$ cat src/rtl/rcr_pkg.sv
// Shared constants for the reset cause recorder: source count and bit map.
package rcr_pkg;
    localparam int NSRC     = 5;
    localparam int B_POR    = 0;
    localparam int B_HVLV   = 1;
    localparam int B_WDOG   = 2;
    localparam int B_CLV1   = 3;
    localparam int B_CLV0   = 4;
    // sources whose event removes the power-on flag
    localparam logic [NSRC-1:0] LV_MASK   = (1 << B_HVLV) | (1 << B_CLV1) | (1 << B_CLV0);
    // sources captured on the falling edge of their input
    localparam logic [NSRC-1:0] FALL_MASK = (1 << B_CLV0);
    // sources that always request reset
    localparam logic [NSRC-1:0] FIXED_RST = (1 << B_POR) | (1 << B_HVLV);
endpackage

$ cat src/rtl/rcr_edge_cap.sv
// Edge capture for the detector inputs.
// Gives a one-cycle hit for each source, on the rise or (per FALL) on the fall.
// Assumes the inputs are already synchronous to clk.
module rcr_edge_cap #(
    parameter int            N    = 5,
    parameter logic [N-1:0]  FALL = '0
) (
    input  logic         clk,
    input  logic         rst_n,
    input  logic [N-1:0] lvl,
    output logic [N-1:0] hit
);
    logic [N-1:0] prev;

    // remember last cycle's input levels
    always_ff @(posedge clk) begin
        if (!rst_n) prev <= '0;
        else        prev <= lvl;
    end

    // pick the edge polarity per source
    for (genvar i = 0; i < N; i++) begin : g_edge
        if (FALL[i]) begin : g_fall
            assign hit[i] = prev[i] & ~lvl[i];
        end else begin : g_rise
            assign hit[i] = lvl[i] & ~prev[i];
        end
    end
endmodule

$ cat src/rtl/rcr_flag_reg.sv
// Sticky cause flags with write-one-to-clear.
// Power-on hit clears all flags and sets its own; a low-voltage hit drops the
// power-on flag; a set beats a clear. Reset only through the power-on hit.
module rcr_flag_reg #(
    parameter int           N       = 5,
    parameter int           POR_BIT = 0,
    parameter logic [N-1:0] LV      = '0
) (
    input  logic         clk,
    input  logic [N-1:0] hit,
    input  logic         clr_wr,
    input  logic [N-1:0] clr_mask,
    output logic [N-1:0] flags
);
    logic [N-1:0] keep;
    logic [N-1:0] nxt;
    logic         lv_any;

    // next flag value from hits and software clears
    always_comb begin
        lv_any = |(hit & LV);
        keep   = hit[POR_BIT] ? '0 : flags;
        if (clr_wr) keep = keep & ~clr_mask;
        nxt = keep | hit;
        if (lv_any) nxt[POR_BIT] = 1'b0;
    end

    // flag storage, deliberately outside rst_n
    always_ff @(posedge clk) begin
        flags <= nxt;
    end
endmodule

$ cat src/rtl/rcr_react.sv
// Per-source reaction routing: reset, safe-mode or interrupt request.
// Sources in FIXED always request reset. Requests are one-cycle pulses.
module rcr_react #(
    parameter int           N     = 5,
    parameter logic [N-1:0] FIXED = '0
) (
    input  logic         clk,
    input  logic         rst_n,
    input  logic [N-1:0] hit,
    input  logic [N-1:0] alt_sel,
    input  logic [N-1:0] alt_kind,
    output logic         reset_req,
    output logic         safe_req,
    output logic         irq_req
);
    logic [N-1:0] alt_eff;

    // alternate only where the source allows it
    always_comb alt_eff = alt_sel & ~FIXED;

    // register the request pulses
    always_ff @(posedge clk) begin
        if (!rst_n) begin
            reset_req <= 1'b0;
            safe_req  <= 1'b0;
            irq_req   <= 1'b0;
        end else begin
            reset_req <= |(hit & ~alt_eff);
            safe_req  <= |(hit & alt_eff & ~alt_kind);
            irq_req   <= |(hit & alt_eff & alt_kind);
        end
    end
endmodule

$ cat src/rtl/rst_cause_rec.sv
// Top of the destructive reset cause recorder.
// Collects detector inputs, captures edges, holds sticky flags and routes
// each event to a reset, safe-mode or interrupt request.
// Assumes a power-on event arrives before the flags are read.
module rst_cause_rec
    import rcr_pkg::*;
(
    input  logic            clk,
    input  logic            rst_n,
    input  logic            por_evt,
    input  logic            hv_lv_evt,
    input  logic            wdog_evt,
    input  logic            clv1_evt,
    input  logic            clv0_evt,
    input  logic            sw_clr_wr,
    input  logic [NSRC-1:0] sw_clr_data,
    input  logic [NSRC-1:0] alt_sel,
    input  logic [NSRC-1:0] alt_kind,
    output logic [NSRC-1:0] status,
    output logic            reset_req,
    output logic            safe_req,
    output logic            irq_req
);
    logic [NSRC-1:0] evt_lvl;
    logic [NSRC-1:0] evt_hit;

    // pack the detector inputs in the status bit order
    always_comb begin
        evt_lvl         = '0;
        evt_lvl[B_POR]  = por_evt;
        evt_lvl[B_HVLV] = hv_lv_evt;
        evt_lvl[B_WDOG] = wdog_evt;
        evt_lvl[B_CLV1] = clv1_evt;
        evt_lvl[B_CLV0] = clv0_evt;
    end

    rcr_edge_cap #(.N(NSRC), .FALL(FALL_MASK)) u_edge (
        .clk   (clk),
        .rst_n (rst_n),
        .lvl   (evt_lvl),
        .hit   (evt_hit)
    );

    rcr_flag_reg #(.N(NSRC), .POR_BIT(B_POR), .LV(LV_MASK)) u_flags (
        .clk      (clk),
        .hit      (evt_hit),
        .clr_wr   (sw_clr_wr),
        .clr_mask (sw_clr_data),
        .flags    (status)
    );

    rcr_react #(.N(NSRC), .FIXED(FIXED_RST)) u_react (
        .clk       (clk),
        .rst_n     (rst_n),
        .hit       (evt_hit),
        .alt_sel   (alt_sel),
        .alt_kind  (alt_kind),
        .reset_req (reset_req),
        .safe_req  (safe_req),
        .irq_req   (irq_req)
    );
endmodule

$ cat config.mk
export PLATFORM = sky130hd
export DESIGN_NAME = rst_cause_rec
export DESIGN_NICKNAME = d
export VERILOG_FILES = /design/src/rtl/rcr_pkg.sv /design/src/rtl/rcr_edge_cap.sv /design/src/rtl/rcr_flag_reg.sv /design/src/rtl/rcr_react.sv /design/src/rtl/rst_cause_rec.sv
export SDC_FILE = /design/constraint.sdc
export NUM_CORES = 1
export LEC_CHECK = 0
export BUFFER_PORTS_ARGS = -buffer_cell sky130_fd_sc_hd__buf_2
export CORE_AREA = 2 2 39 41
export DETAILED_ROUTE_END_ITERATION = 6
export DIE_AREA = 0 0 41 43
export GPL_ROUTABILITY_DRIVEN = 0
export PLACE_DENSITY = 0.71
export SLEW_MARGIN = 10
export SYNTH_ARGS = -nofsm -noshare
export SYNTH_HDL_FRONTEND = slang
export SYNTH_SLANG_ARGS = --single-unit
$ cat constraint.sdc
create_clock -name clk -period 1 [get_ports clk]
set_input_delay 0.05 -clock clk [delete_from_list [all_inputs] [get_ports clk]]
set_output_delay 0.05 -clock clk [all_outputs]
set_load 0.01 [all_outputs]
Word level (Yosys, flattened, before mapping)
Index checks and enable logic that the tools add are counted.
Widths: inputs -> output; s select.
{"block": "word_totals", "reg_bits": 13, "in_bits": 23, "out_inout_bits": 8, "wordCells": 31}
{"block": "op_classes", "n_mux": 2, "bitwise_logic": 19, "n_reduce_logical": 4}
{"operator": "$and 5x5->5", "n": 5}
{"operator": "$not 5->5", "n": 3}
{"operator": "$reduce_or 5->1", "n": 3}
{"operator": "$mux 5", "n": 2}
{"operator": "$and 1x1->1", "n": 5}
{"operator": "$not 1->1", "n": 5}
{"operator": "$or 5x5->5", "n": 1}
{"operator": "$reduce_or 3->1", "n": 1}

Depth between registers and ports, before layout
{"block": "logic_depth", "depth_word": 6, "mapped_depth": 3}

Cells and area by module
Synthesis repeated with hierarchy kept, for this count alone.
{"block": "unflattened", "cells_unflattened": 48, "area_unflattened_um2": 508.0}
{"mod": "rcr_flag_reg", "instances": 1, "cells_per_inst": 16, "area_per_inst_um2": 191.4, "seq_area_each_um2": 100.1}
{"mod": "rcr_edge_cap", "instances": 1, "cells_per_inst": 15, "area_per_inst_um2": 162.7, "seq_area_each_um2": 100.1}
{"mod": "rcr_react", "instances": 1, "cells_per_inst": 17, "area_per_inst_um2": 153.9, "seq_area_each_um2": 60.1}

Worst setup path before layout
No wires, ideal clock.
{"block": "synth_timing", "kind": "reg2reg", "start": "register u_flags.flags[0]", "end": "register u_flags.flags[0]", "setup_time_ps": 103, "t_arrival_ps": 745, "required_ps": 897, "path_slack_ps": 152, "path_stages_with_launch": 3, "path_buffers": 0, "period_less_slack_ps": 848, "cell_sequence": "dfxtp_1 -> nand2_1 -> a2111oi_2"}
{"block": "synth_between", "elab_chain_len": 4}
{"item": "from (decl)", "line_no": "rcr_flag_reg.sv:13", "text": "output logic [N-1:0] flags"}
{"item": "from (signal assigned)", "line_no": "rcr_flag_reg.sv:30", "text": "flags <= nxt;"}
{"item": "$mux 5 (*)", "line_no": "rcr_flag_reg.sv:22", "text": "keep = hit[POR_BIT] ? '0 : flags;"}
{"item": "$and 5x5->5", "line_no": "rcr_flag_reg.sv:23", "text": "if (clr_wr) keep = keep & ~clr_mask;"}
{"item": "$mux 5 (*)", "line_no": "rcr_flag_reg.sv:23"}
{"item": "$or 5x5->5 (*)", "line_no": "rcr_flag_reg.sv:24", "text": "nxt = keep | hit;"}
Every way passes the cells marked *; elsewhere a longest branch is shown, timed or not.
A chain may end at the register's enable or synchronous reset.

Worst setup path after layout
{"block": "layout_timing", "start": "register u_edge.prev[3]", "end": "register u_react.safe_req"}
{"block": "layout_between", "elab_chain_len": 5}
{"item": "from (decl)", "line_no": "rcr_edge_cap.sv:13", "text": "logic [N-1:0] prev;"}
{"item": "from (signal assigned)", "line_no": "rcr_edge_cap.sv:18", "text": "else prev <= lvl;"}
{"item": "$not 1->1", "line_no": "rcr_edge_cap.sv:26", "text": "assign hit[i] = lvl[i] & ~prev[i];"}
{"item": "$and 1x1->1", "line_no": "rcr_edge_cap.sv:26"}
{"item": "$and 5x5->5 (2 in series)", "line_no": "rcr_react.sv:29", "text": "safe_req <= |(hit & alt_eff & ~alt_kind);"}
{"item": "$reduce_or 5->1", "line_no": "rcr_react.sv:29"}
{"item": "to (signal assigned)", "line_no": "rcr_react.sv:29"}
{"item": "to (decl)", "line_no": "rcr_react.sv:13", "text": "output logic safe_req,"}
Every way passes these cells.

==> impl_metrics.env <==
export IMPL_status="finished clean"
export IMPL_routedWlPerCell_um=10.9
export IMPL_yosysMostFrequentCell="dfxtp_1"
export IMPL_seqPwrFrac_pct=54.1
export IMPL_yosys_area_top_type="dfxtp_1"
export IMPL_comb_power_share_pct=16.9
export IMPL_slowest_stage="dfxtp_1"
export IMPL_worstMarginPinSlew_ns=0.299
export IMPL_chipHeight_um=43
export IMPL_area_growth_pct=43.2
export IMPL_cts_setup_buffers=0
export IMPL_slew_headroom_pct=80.0
export IMPL_synth_common_cells="dfxtp_1 (13), nand2_1 (7), and2_1 (5)"
export IMPL_track_usage_pct=13.7
export IMPL_fin_crit_ns=0.889
export IMPL_finalSetupViolations=0
export IMPL_rows=14
export IMPL_critical_path_class="reg -> reg"
export IMPL_grt_max_degree=8
export IMPL_crit_buf_inv=0
export IMPL_synth_edf_count=0
export IMPL_fin_crit_sh_pct=88.9
export IMPL_htree_num_levels=1
export IMPL_crit_path_cell_trace="nor2b_2 -> nand3b_1 -> a31oi_1"
export IMPL_crit_required_ns=1.19
export IMPL_via_count=481
export IMPL_fmax_ghz=1.12
export IMPL_fin_worst_skew_ns=0.00218
export IMPL_ir_worst_vdd_mv=0.837
export IMPL_p_clk_share_pct=28.9
export IMPL_ff_latch_area_um2=260
export IMPL_synth_seq_cells=13
export IMPL_cts_buffers=3
export IMPL_maxCapViolations=0
export IMPL_syn_area_per_cell_um2=10.1
export IMPL_root_buffer="clkbuf_4"
export IMPL_grt_pass1_vias=426
export IMPL_routed_wl_um=1070
export IMPL_cts_sinks=13
export IMPL_syn_nets=72
export IMPL_core_area_um2=1380
export IMPL_hold_viol=0
export IMPL_power_leakage_nw=0.329
export IMPL_dp_hpwl_um=817
export IMPL_ys_seq_area_share_pct=52.5
export IMPL_num_fill_cells=143
export IMPL_p_switching_mw=0.246
export IMPL_crit_path_end_kind="flip-flop"
export IMPL_multiInputGateArea_um2=231
export IMPL_drc_errors=0
export IMPL_viasPerCell=4.91
export IMPL_dr_first_iter_drc_count=4
export IMPL_drive_gt1_share_pct=47.6
export IMPL_num_antenna_cells=0
export IMPL_internal_power_mw=0.805
export IMPL_worstPathMaxFanout=5
export IMPL_cts_max_path_buffers=2
export IMPL_ant_nets=0
export IMPL_worstSkewPairLatency_ns=0.26
export IMPL_fin_tns_setup_ns=0
export IMPL_p_sw_share_pct=23.4
export IMPL_p_per_area_nw_per_um2=1480
export IMPL_critPathArrivalTime_ns=1.08
export IMPL_synth_top_area_share_pct=52.5
export IMPL_cp_top_family="simple AND/OR/NAND/NOR gates"
export IMPL_slew_viol_final=0
export IMPL_ys_warn_count=0
export IMPL_async_reset_ff_share_pct=0
export IMPL_rsz0062_at_grt="false"
export IMPL_cts_tree="yes"
export IMPL_antenna_found_initial=0
export IMPL_nets=106
export IMPL_io_buffers=26
export IMPL_grt_pass1_wl_um=1650
export IMPL_path_clk_slew_ns=0.07
export IMPL_cpPeakStageDelay_ns=0.31
export IMPL_first_pass_iters=4
export IMPL_yosys_top_cells_area="dfxtp_1 (53%), a31o_2 (7.1%), and2_1 (6.3%), nand2_1 (5.3%), nor2b_2 (5.3%)"
export IMPL_dieArea_um2=1760
export IMPL_syn_area_um2=495
export IMPL_io_pins=31
export IMPL_netlist_instances=49
export IMPL_synth_main_ff_cell="dfxtp_1"
export IMPL_start_util_pct=35.8
export IMPL_start_kind="flip-flop"
export IMPL_gr_total_overflow=0
export IMPL_final_util_pct=51.3
export IMPL_min_path_type="in -> reg"
export IMPL_synth_cell_types=13
export IMPL_die_width_um=41
==> logic make-up after synthesis <==
group / count (synthesis) / synth area share [%]
AO/OA/AOI/OAI: 9 / 16.9
buffers and inverters: 3 / 2.27
flip-flops: 13 / 52.5
AND/OR/NAND/NOR: 24 / 28.3
==> layout by cell type (no fill, tap or decap) <==
master,count
nand3b_1,3
a31oi_1,3
a2111oi_2,1
dfxtp_1,13
a221oi_2,1
nor2b_1,1
dlygate4sd3_1,3
nand3_1,3
a31o_2,4
nand2b_1,2
nand2_1,6
inv_1,3
nand2_2,1
and2_1,5
buf_2,26
nor2b_4,1
clkbuf_4,3
clkbuf_1,1
nor2b_2,2
==> timing repair <==
| action | CTS | global route |
|---|---|---|
| endpoints found under the hold margin | 3 | 0 |
| hold buffers | 3 | 0 |
| gates resized for setup | 0 | 2 |
| setup endpoints to repair | 0 | 3 |
==> stage by stage <==
stage	setup WS, ns	power, mW	hold slack [ns]	std cells	instance area (um^2)
after floorplan	0.152	0.665	0.172	49	495
after CTS	0.0462	1.06	0.0230	98	702
final	0.111	1.05	0.0461	98	709
after global routing	0.00873	1.11	0.0460	98	709
after detailed placement	0.0589	0.747	0.265	91	646
after global placement	0.104	0.743	0.267	91	646
==> cell type report <==
cell class / count / share of cell area (%)
tap: 16 / 2.82
inverter: 3 / 1.59
clock buffer: 4 / 3.70
timing repair buffer: 29 / 22.6
multi-input combinational: 33 / 32.6
sequential: 13 / 36.7
==> layer usage <==
metal | vias to the layer above | GRT usage, % | part of all wire (%)
li1 | 237 | - | -
met1 | 215 | 16.1 | 39
met2 | 25 | 22.5 | 48
met3 | 4 | 4.71 | 12
met4 | 0 | 4.00 | 1.1
met5 | - | 0 | 0
==> registers in the layout, summed over array words and instances (netlist names) <==
name,flops
u_react.reset_req,1
u_edge.prev,5
u_react.safe_req,1
u_react.irq_req,1
u_flags.flags,5
==> power groups by stage <==
| stage | registers, mW | logic [mW] | clock network, mW |
|---|---|---|---|
| global placement | 0.580 | 0.163 | 0 |
| CTS | 0.569 | 0.176 | 0.318 |
| finish | 0.569 | 0.178 | 0.304 |
| floorplan | 0.595 | 0.0702 | 0 |
| global route | 0.574 | 0.197 | 0.338 |
| detailed placement | 0.581 | 0.166 | 0 |
==> worst register-to-register path, delay by kind of cell (launching register included) <==
| family | cells | cell delay, ns |
|---|---|---|
| AOI/OAI and AO/OA | 1 | 0.17 |
| DFF | 1 | 0.31 |
| and+or+nand+nor | 2 | 0.34 |
==> path summary, 6_finish.rpt <==
check	depth (start not counted)	start	endpoint	slack [ns]
worst max register to register	3	u_edge.prev[3]	u_react.safe_req	0.11
worst min register to register	1	u_flags.flags[2]	u_flags.flags[2]	0.49
worst min-delay path	2	clv0_evt	u_edge.prev[4]	0.05
worst max-delay path	3	u_edge.prev[3]	u_react.safe_req	0.11
No activity file was read; power rests on OpenSTA's default activity.
